## config.mk

```make
export PLATFORM = sky130hd
export DESIGN_NAME = i2cmon_top
export DESIGN_NICKNAME = d
export VERILOG_FILES = /design/src/rtl/i2cmon_pkg.sv /design/src/rtl/i2cmon_line_events.sv /design/src/rtl/i2cmon_frame_count.sv /design/src/rtl/i2cmon_state_fsm.sv /design/src/rtl/i2cmon_top.sv
export SDC_FILE = /design/constraint.sdc
export NUM_CORES = 1
export LEC_CHECK = 0
export ABC_AREA = 1
export BUFFER_PORTS_ARGS = -buffer_cell sky130_fd_sc_hd__buf_2
export CAP_MARGIN = 25
export CORE_MARGIN = 1.5
export CORE_UTILIZATION = 50
export CTS_BUF_LIST = sky130_fd_sc_hd__clkbuf_2 sky130_fd_sc_hd__clkbuf_4 sky130_fd_sc_hd__clkbuf_8
export CTS_CLUSTER_SIZE = 12
export DETAILED_ROUTE_END_ITERATION = 8
export HOLD_SLACK_MARGIN = 0.1
export PLACE_DENSITY = 0.77
export SLEW_MARGIN = 20
export SYNTH_ARGS = -nofsm -noshare
export SYNTH_HDL_FRONTEND = slang
export SYNTH_SLANG_ARGS = --single-unit
```

## constraint.sdc

```tcl
create_clock -name clk -period 1.4 [get_ports clk]
set_clock_uncertainty 0.2 [all_clocks]
set_input_delay 0.21 -clock clk [delete_from_list [all_inputs] [get_ports clk]]
set_output_delay 0.21 -clock clk [all_outputs]
set_load 0.005 [all_outputs]
```

## src/rtl/i2cmon_pkg.sv

```systemverilog
package i2cmon_pkg;
  typedef enum logic [1:0] {
    BS_UNKNOWN = 2'b00,
    BS_IDLE    = 2'b01,
    BS_OWNER   = 2'b10,
    BS_BUSY    = 2'b11
  } bus_state_e;
endpackage

```

## src/rtl/i2cmon_line_events.sv

```systemverilog
module i2cmon_line_events (
  input  logic clk,
  input  logic rst_n,
  input  logic sda,
  input  logic scl,
  output logic start_ev,
  output logic stop_ev,
  output logic scl_rise,
  output logic scl_fall
);
  logic sda_q, scl_q;

  always_ff @(posedge clk or negedge rst_n) begin
    if (!rst_n) begin
      sda_q <= 1'b1;
      scl_q <= 1'b1;
    end else begin
      sda_q <= sda;
      scl_q <= scl;
    end
  end

  // conditions need SCL high on both samples
  always_comb begin
    start_ev = scl & scl_q & sda_q & ~sda;
    stop_ev  = scl & scl_q & ~sda_q & sda;
    scl_rise = scl & ~scl_q;
    scl_fall = ~scl & scl_q;
  end
endmodule

```

## src/rtl/i2cmon_frame_count.sv

```systemverilog
module i2cmon_frame_count #(
  parameter int FRAME_BITS = 9
) (
  input  logic clk,
  input  logic rst_n,
  input  logic enable,
  input  logic start_ev,
  input  logic stop_ev,
  input  logic scl_fall,
  output logic frame_bad
);
  localparam int CW = (FRAME_BITS > 1) ? $clog2(FRAME_BITS) : 1;
  localparam logic [CW-1:0] LAST = CW'(FRAME_BITS - 1);

  logic [CW-1:0] cnt;
  logic          armed;

  always_ff @(posedge clk or negedge rst_n) begin
    if (!rst_n) begin
      cnt   <= '0;
      armed <= 1'b0;
    end else if (!enable || start_ev || stop_ev) begin
      cnt   <= '0;
      armed <= 1'b0;
    end else if (scl_fall) begin
      if (!armed) armed <= 1'b1;
      else        cnt   <= (cnt == LAST) ? '0 : cnt + 1'b1;
    end
  end

  assign frame_bad = enable & (start_ev | stop_ev) & (cnt != '0);
endmodule

```

## src/rtl/i2cmon_state_fsm.sv

```systemverilog
module i2cmon_state_fsm
  import i2cmon_pkg::*;
#(
  parameter int TIMEOUT_CYCLES = 250
) (
  input  logic       clk,
  input  logic       rst_n,
  input  logic       enable,
  input  logic       sda,
  input  logic       scl,
  input  logic       start_ev,
  input  logic       stop_ev,
  input  logic       own_start,
  input  logic       force_idle,
  input  logic       arb_ev,
  output bus_state_e state,
  output logic       hold_off
);
  logic tmo_hit;

  generate
    if (TIMEOUT_CYCLES > 0) begin : g_tmo
      localparam int TW = $clog2(TIMEOUT_CYCLES + 1);
      logic [TW-1:0] tcnt;
      always_ff @(posedge clk or negedge rst_n) begin
        if (!rst_n) tcnt <= '0;
        else if (enable && state == BS_UNKNOWN && sda && scl && !tmo_hit)
          tcnt <= tcnt + 1'b1;
        else
          tcnt <= '0;
      end
      assign tmo_hit = sda & scl & (tcnt == TW'(TIMEOUT_CYCLES - 1));
    end else begin : g_no_tmo
      assign tmo_hit = 1'b0;
    end
  endgenerate

  always_ff @(posedge clk or negedge rst_n) begin
    if (!rst_n) begin
      state    <= BS_UNKNOWN;
      hold_off <= 1'b0;
    end else if (!enable) begin
      state    <= BS_UNKNOWN;
      hold_off <= 1'b0;
    end else if (force_idle) begin
      state    <= BS_IDLE;
      hold_off <= 1'b0;
    end else if (arb_ev) begin
      state    <= BS_BUSY;
      hold_off <= 1'b1;
    end else if (stop_ev && state != BS_UNKNOWN) begin
      state    <= BS_IDLE;
      hold_off <= 1'b0;
    end else if (start_ev && state == BS_IDLE) begin
      state <= own_start ? BS_OWNER : BS_BUSY;
    end else if (state == BS_UNKNOWN && tmo_hit) begin
      state <= BS_IDLE;
    end
  end
endmodule

```

## src/rtl/i2cmon_top.sv

```systemverilog
module i2cmon_top
  import i2cmon_pkg::*;
#(
  parameter int FRAME_BITS     = 9,
  parameter int TIMEOUT_CYCLES = 250
) (
  input  logic       clk,
  input  logic       rst_n,
  input  logic       enable,
  input  logic       sda_in,
  input  logic       scl_in,
  input  logic       start_req,
  input  logic       drv_active,
  input  logic       drv_bit,
  input  logic       ack_phase,
  input  logic       state_wr,
  input  logic [1:0] state_wdata,
  input  logic       clr_arb,
  input  logic       clr_berr,
  input  logic       addr_wr,
  output logic [1:0] bus_state,
  output logic       arb_lost,
  output logic       bus_err,
  output logic       ack_flag,
  output logic       hold_off
);
  logic start_ev, stop_ev, scl_rise, scl_fall;
  logic frame_bad, arb_ev, force_idle;
  bus_state_e state;

  i2cmon_line_events u_ev (
    .clk(clk), .rst_n(rst_n), .sda(sda_in), .scl(scl_in),
    .start_ev(start_ev), .stop_ev(stop_ev),
    .scl_rise(scl_rise), .scl_fall(scl_fall)
  );

  i2cmon_frame_count #(.FRAME_BITS(FRAME_BITS)) u_cnt (
    .clk(clk), .rst_n(rst_n), .enable(enable),
    .start_ev(start_ev), .stop_ev(stop_ev), .scl_fall(scl_fall),
    .frame_bad(frame_bad)
  );

  assign force_idle = state_wr & (state_wdata == 2'b01);

  // master releases SDA but reads it low: during a bit or while starting
  assign arb_ev = enable & ~hold_off & drv_bit & ~sda_in &
                  (state == BS_IDLE || state == BS_OWNER) &
                  ((drv_active & scl_rise) | (start_req & scl_in));

  i2cmon_state_fsm #(.TIMEOUT_CYCLES(TIMEOUT_CYCLES)) u_fsm (
    .clk(clk), .rst_n(rst_n), .enable(enable),
    .sda(sda_in), .scl(scl_in),
    .start_ev(start_ev), .stop_ev(stop_ev), .own_start(start_req),
    .force_idle(force_idle), .arb_ev(arb_ev),
    .state(state), .hold_off(hold_off)
  );

  assign bus_state = state;

  always_ff @(posedge clk or negedge rst_n) begin
    if (!rst_n) begin
      arb_lost <= 1'b0;
      bus_err  <= 1'b0;
      ack_flag <= 1'b0;
    end else begin
      if (arb_ev)                  arb_lost <= 1'b1;
      else if (clr_arb || addr_wr) arb_lost <= 1'b0;
      if (frame_bad)                bus_err <= 1'b1;
      else if (clr_berr || addr_wr) bus_err <= 1'b0;
      if (enable && scl_rise && ack_phase) ack_flag <= sda_in;
    end
  end
endmodule

```

# Yosys cells after proc, flatten, opt, wreduce, memory -nomap -nowiden
# Index checks and enable logic that the tools add are counted.
[classes]
n_div = 0
magnitude_cmp = 0
n_reduce_logical = 24
mul = 0
n_shift = 0
muxes = 22
add_sub_neg = 2
bitwise_logic = 26
eq_ne = 7
[op_table]
columns = ["cell", "n"]
rows = [
  ["$and A1 B1 Y1", 19],
  ["$mux W4", 4],
  ["$mux W2", 6],
  ["$mux W1", 11],
  ["$reduce_bool A2 Y1", 5],
  ["$logic_and A1 B1 Y1", 9],
  ["$add A8 B1 Y8 const B", 1],
  ["$eq A8 B8 Y1 const B", 1],
  ["$mux W8", 1],
  ["$ne A6 B1 Y1 const B", 1],
  ["$logic_or A1 B1 Y1", 5],
  ["$not A1 Y1", 5],
  ["$add A4 B1 Y4 const B", 1],
  ["$eq A2 B1 Y1 const B", 2],
  ["$eq A4 B4 Y1 const B", 1],
  ["$ne A4 B1 Y1 const B", 1],
  ["$reduce_bool A4 Y1", 1],
  ["$eq A2 B2 Y1 const B", 1],
  ["$logic_not A1 Y1", 2],
  ["$logic_not A2 Y1", 1],
  ["$or A1 B1 Y1", 2],
  ["$reduce_and A2 Y1", 1],
]
[word_totals]
rom_bits = 0
reg_bits = 21
inputBits = 15
ram_bits = 0
elab_cells = 91
n_memories = 0
out_inout_bits = 6
latchBits = 0

# Logic depth before layout (Yosys ltp)
[depth]
word_depth = 9
ltp_mapped = 8
mapped_depth_nobuf = 8

# Hierarchy
# A second synthesis with hierarchy kept.
[unflattened]
hier_cells = 178
hier_area_um2 = 1256.2
[by_module_without_submodules]
columns = ["module", "seq_area_each_um2", "area_per_inst_um2", "cells_per_inst", "n_inst"]
rows = [
  ["i2cmon_state_fsm", 275.3, 648.1, 89, 1],
  ["i2cmon_frame_count", 125.1, 330.3, 48, 1],
  ["i2cmon_top", 75.1, 183.9, 28, 1],
  ["i2cmon_line_events", 52.6, 93.8, 13, 1],
]

# Least setup slack after synthesis
# OpenSTA, ideal clock, no wires.
[synth_timing]
path_kind = "register to register"
startpoint = "register u_fsm.state[0]"
endpoint = "register u_fsm.state[0]"
setup_ps = 66
t_arrival_ps = 1245
period_less_slack_ps = 1510
t_required_ps = 1134
n_path_buf = 0
stages_incl_launch_ff = 9
slack_ps = -110
path_cell_list = "dfrtp_1 inv_1 ha_1 nand2_1 nor2_1 nand3_1 a21oi_1 nand2_1 nand2_1"
[synth_via]
elab_chain_cells = 7
elab_cells_between_ends = 16
classes_between = "eq/ne (3); mux (5); bitwise (2); reduce/logical (6)"
[synth_lines]
columns = ["element", "line_no", "text"]
rows = [
  ["start: declaration", "i2cmon_state_fsm.sv:16", "output bus_state_e state,"],
  ["start signal: assignment", "i2cmon_state_fsm.sv:55", "state <= own_start ? BS_OWNER : BS_BUSY;"],
  ["$eq A2 B1 Y1 / $eq A2 B2 Y1 (equally long branches)", "i2cmon_state_fsm.sv:54, i2cmon_top.sv:47", ""],
  ["$logic_and A1 B1 Y1 / $logic_or A1 B1 Y1 (equally long branches)", "i2cmon_state_fsm.sv:54, i2cmon_top.sv:47", ""],
  ["$mux W2 / $and A1 B1 Y1 (equally long branches)", "i2cmon_state_fsm.sv:54, i2cmon_top.sv:46", ""],
  ["$mux W2 / $and A1 B1 Y1 (equally long branches)", "i2cmon_state_fsm.sv:51, i2cmon_top.sv:47", ""],
  ["$mux W2", "i2cmon_state_fsm.sv:48", "end else if (arb_ev) begin"],
  ["$mux W2", "i2cmon_state_fsm.sv:45", "end else if (force_idle) begin"],
  ["$mux W2", "i2cmon_state_fsm.sv:42", "end else if (!enable) begin"],
]
# Parallel ways exist; a longest one is shown, timed or not.
# A chain may end at the register's enable or synchronous reset.

# Final worst setup path
[layout_timing]
startpoint = "register u_fsm.g_tmo.tcnt[1]"
endpoint = "register u_fsm.g_tmo.tcnt[6]"
[layout_via]
elab_chain_cells = 5
elab_cells_between_ends = 6
classes_between = "add/sub (1); eq/ne (1); mux (1); bitwise (1); reduce/logical (2)"
[layout_lines]
columns = ["element", "line_no", "text"]
rows = [
  ["start: declaration", "i2cmon_state_fsm.sv:24", "logic [TW-1:0] tcnt;"],
  ["start signal: assignment", "i2cmon_state_fsm.sv:28", "tcnt <= tcnt + 1'b1;"],
  ["parallel branches: the longest is 4 deep, another holds $add A8 B1 Y8", "n/a", ""],
  ["$mux W8 (*)", "i2cmon_state_fsm.sv:27", "else if (enable && state == BS_UNKNOWN && sda && scl && !tmo_hit)"],
]
# Every way passes the cells marked *.

==> results.md <==
- Critical path's slowest cell: dfrtp_1
- Final slew viol count: 0
- Power density cells: 680.0 mW/mm^2
- FP Rows: 17
- Synthesis-to-layout area growth: 51.49%
- Critical path buffers and inverters: 1
- HPWL after detailed placement: 1.792 mm
- F_max: 625.0 MHz
- Req. time, crit path: 1470 ps
- WL per Instance: 14.16 um
- DP Area: 0.001330 sq mm
- Seq pwr share: 0.552
- CTS Buffer Depth: 2
- CP endpoint kind: register
- First-pass GRT wire length: 4.498 mm
- Die area: 0.002554 sq mm
- Final ANT Viol Nets: 0
- Final cell count without fillers: 223
- Area leader, netlist: dfrtp_1
- Drt pass-1 iters: 4
- Fin util: 0.7889
- Synth cell types: 21
- Vias in the first global route: 1,108
- Maximum VDD drop: 0.0009181 V
- Root buffer cell: clkbuf_4
- Horiz. Die Dim: 50.54 um
- Die height: 50.54 um
- CTS tree: yes
- Num ports: 21
- Share of power burned in combinational logic: 0.171
- RSZ-0062 raised after global routing: yes
- Post-Place Cells: 200
- Commonest non-fill, non-tap cell in the layout: nand2_1
- Vias per cell: 5.229
- WL final: 3.158 mm
- Kind of cell adding the most delay to the critical path: simple AND/OR/NAND/NOR gates
- Number of fill cells in the layout: 133
- Leak Pwr: 0.8281 nW
- Most frequent cells in the layout: nand2_1 (26), inv_1 (20), buf_2 (20)
- Pre-CTS WS: -138.6 ps
- Avg Inst Size Synth: 7.846 sq um
- WP data arrival: 1670 ps
- Initial Utilization: 0.5208
- Crit-path max FO: 3
- Routability-driven placement congestion ratio: 0.9392
- CP max stage delay: 410 ps
- Fin worst setup slack: -200.0 ps
- Sequential area share after synthesis: 0.4673
- Worst-margin pin slew: 505.3 ps
- Cell Int Power: 0.8289 mW
- Power after layout: 1.164 mW
- CP Class: register to register
- CTS H-tree depth: 1
- CP Launch Type: register
- Gate Count Post-Synth: 144
- Post-route minimum period: 1600 ps
- Antenna violations before repair: 0
- Vias: 1,166
- Core area: 0.002170 sq mm
- Clk_lat worst skew: 330 ps
- WHS: 103.2 ps
- Synth area leaders: dfrtp_1 (42%), nand2_1 (11%), inv_1 (7.6%)
- Top cell type's share of synthesized area: 0.4208
- Mapped cell area: 0.001130 sq mm
- Clock share of power: 0.277
- Final number of setup-violating endpoints: 17
- Largest net degree at the start of global routing: 22
- YS warnings: 0
- Initial DRC Count: 30
- Final instance area: 0.001712 sq mm
- Status: complete, but fails checks
- CTS clk-pin slew, worst paths: 130 ps
- Setup TNS: -1678 ps
- Drt drc: 0
- Diodes inserted: 0
- Most used cell, CP: nand2_2
- Hold Fails Final Rpt: 0
- Switching share of total power: 0.2879
- Yosys reg bits: 21
- Syn Nets: 165
- Share of cells above drive strength 1: 0.4256
- Clk sinks: 21
- PortBufs: 20
- Failing checks: negative setup slack
- Gr usage total: 0.2341
- FF+latch area: 530.5 sq um
- Congestion Overflow GR: 0
- Max-Slew Margin vs Limit: 0.6632
- HP Class: primary input to register
- Period utilisation layout: 1.143
- TritonCTS buffer count: 3
- Nets: 217
- CP cell instances: ha_2 > nand2_2 > inv_2 > nand2_2 > nor2_2 > nand2_1 > or2_1 > a21oi_2
- Area of the multi-input gates: 681.9 sq um
- Psw: 0.3350 mW
- Max-capacitance violation count: 0
==> logic make-up after synthesis <==
group	Yosys count	share of synthesized area
and+or+nand+nor	76	0.2890
buffers and inverters	24	0.07973
DFF	21	0.4673
adders and majority gates	6	0.06644
AOI/OAI and AO/OA	14	0.07421
xor gates and xnor gates	3	0.02326
==> worst register-to-register path: cells and delay by family, from the launching register on <==
family	cells	cell delay [ps]
compound gates	1	120
fa+ha+maj	1	210
buf+inv	1	60
flops	1	410
simple gates	5	530
==> synthesized netlist by cell type <==
library cell  number
ha_1               6
nand4_1            4
a211oi_1           1
a21oi_2            1
dfrtp_1           19
a22o_1             1
nor2_2             1
nor2_1            18
o21ai_0            3
or2_0              1
a21oi_1            6
dfstp_2            2
nand2_1           32
a21boi_0           1
inv_1             23
nand2_2            1
nor3_1             7
nand3_1           12
inv_2              1
xor2_1             3
a31oi_1            1
==> power by group through the flow <==
stage | clock (mW) | combinational [mW] | sequential [mW]
floorplan | 0 | 0.0598 | 0.651
global placement | 0 | 0.129 | 0.649
detailed placement | 0 | 0.132 | 0.652
CTS | 0.322 | 0.162 | 0.640
global route | 0.345 | 0.220 | 0.646
finish | 0.322 | 0.199 | 0.643
==> state kept, by name, summed over array words and instances (netlist names) <==
name              count
u_fsm.state           2
arb_lost              1
u_cnt.cnt             4
u_cnt.armed           1
u_ev.scl_q            1
u_fsm.g_tmo.tcnt      8
ack_flag              1
u_fsm.hold_off        1
bus_err               1
u_ev.sda_q            1
==> final timing paths <==
kind	start	endpoint	slack [ps]	depth (start not counted)
worst max register to register	u_fsm.g_tmo.tcnt[1]	u_fsm.g_tmo.tcnt[6]	-200	8
min in group asynchronous	rst_n	u_fsm.g_tmo.tcnt[0]	170	2
worst min register to register	bus_err	bus_err	320	1
worst max-delay path	u_fsm.g_tmo.tcnt[1]	u_fsm.g_tmo.tcnt[6]	-200	8
worst min-delay path	state_wdata[1]	u_fsm.state[1]	100	5
max in group asynchronous	rst_n	u_cnt.cnt[1]	460	2
==> layer usage <==
layer,global-route usage,part of all wire
met2,0.4189,0.53
met3,0.04464,0.043
met5,0,0
met1,0.2636,0.40
met4,0.1171,0.025
==> cell type report <==
class	instances	area share
timing repair buffer	47	0.1996
sequential	21	0.3099
inverter	24	0.05409
multi-input combinational	99	0.3984
tap	28	0.02047
clock inverter	1	0.004386
clock buffer	3	0.01316
==> what timing repair did <==
action                     4_1_cts  5_1_grt
buffers inserted                 4        6
hold endpoints to repair        30        1
resized for setup               13       38
pin swaps                        4       13
hold buffers                     9        1
setup endpoints to repair       14       20
(Power assumes the default switching activity.)
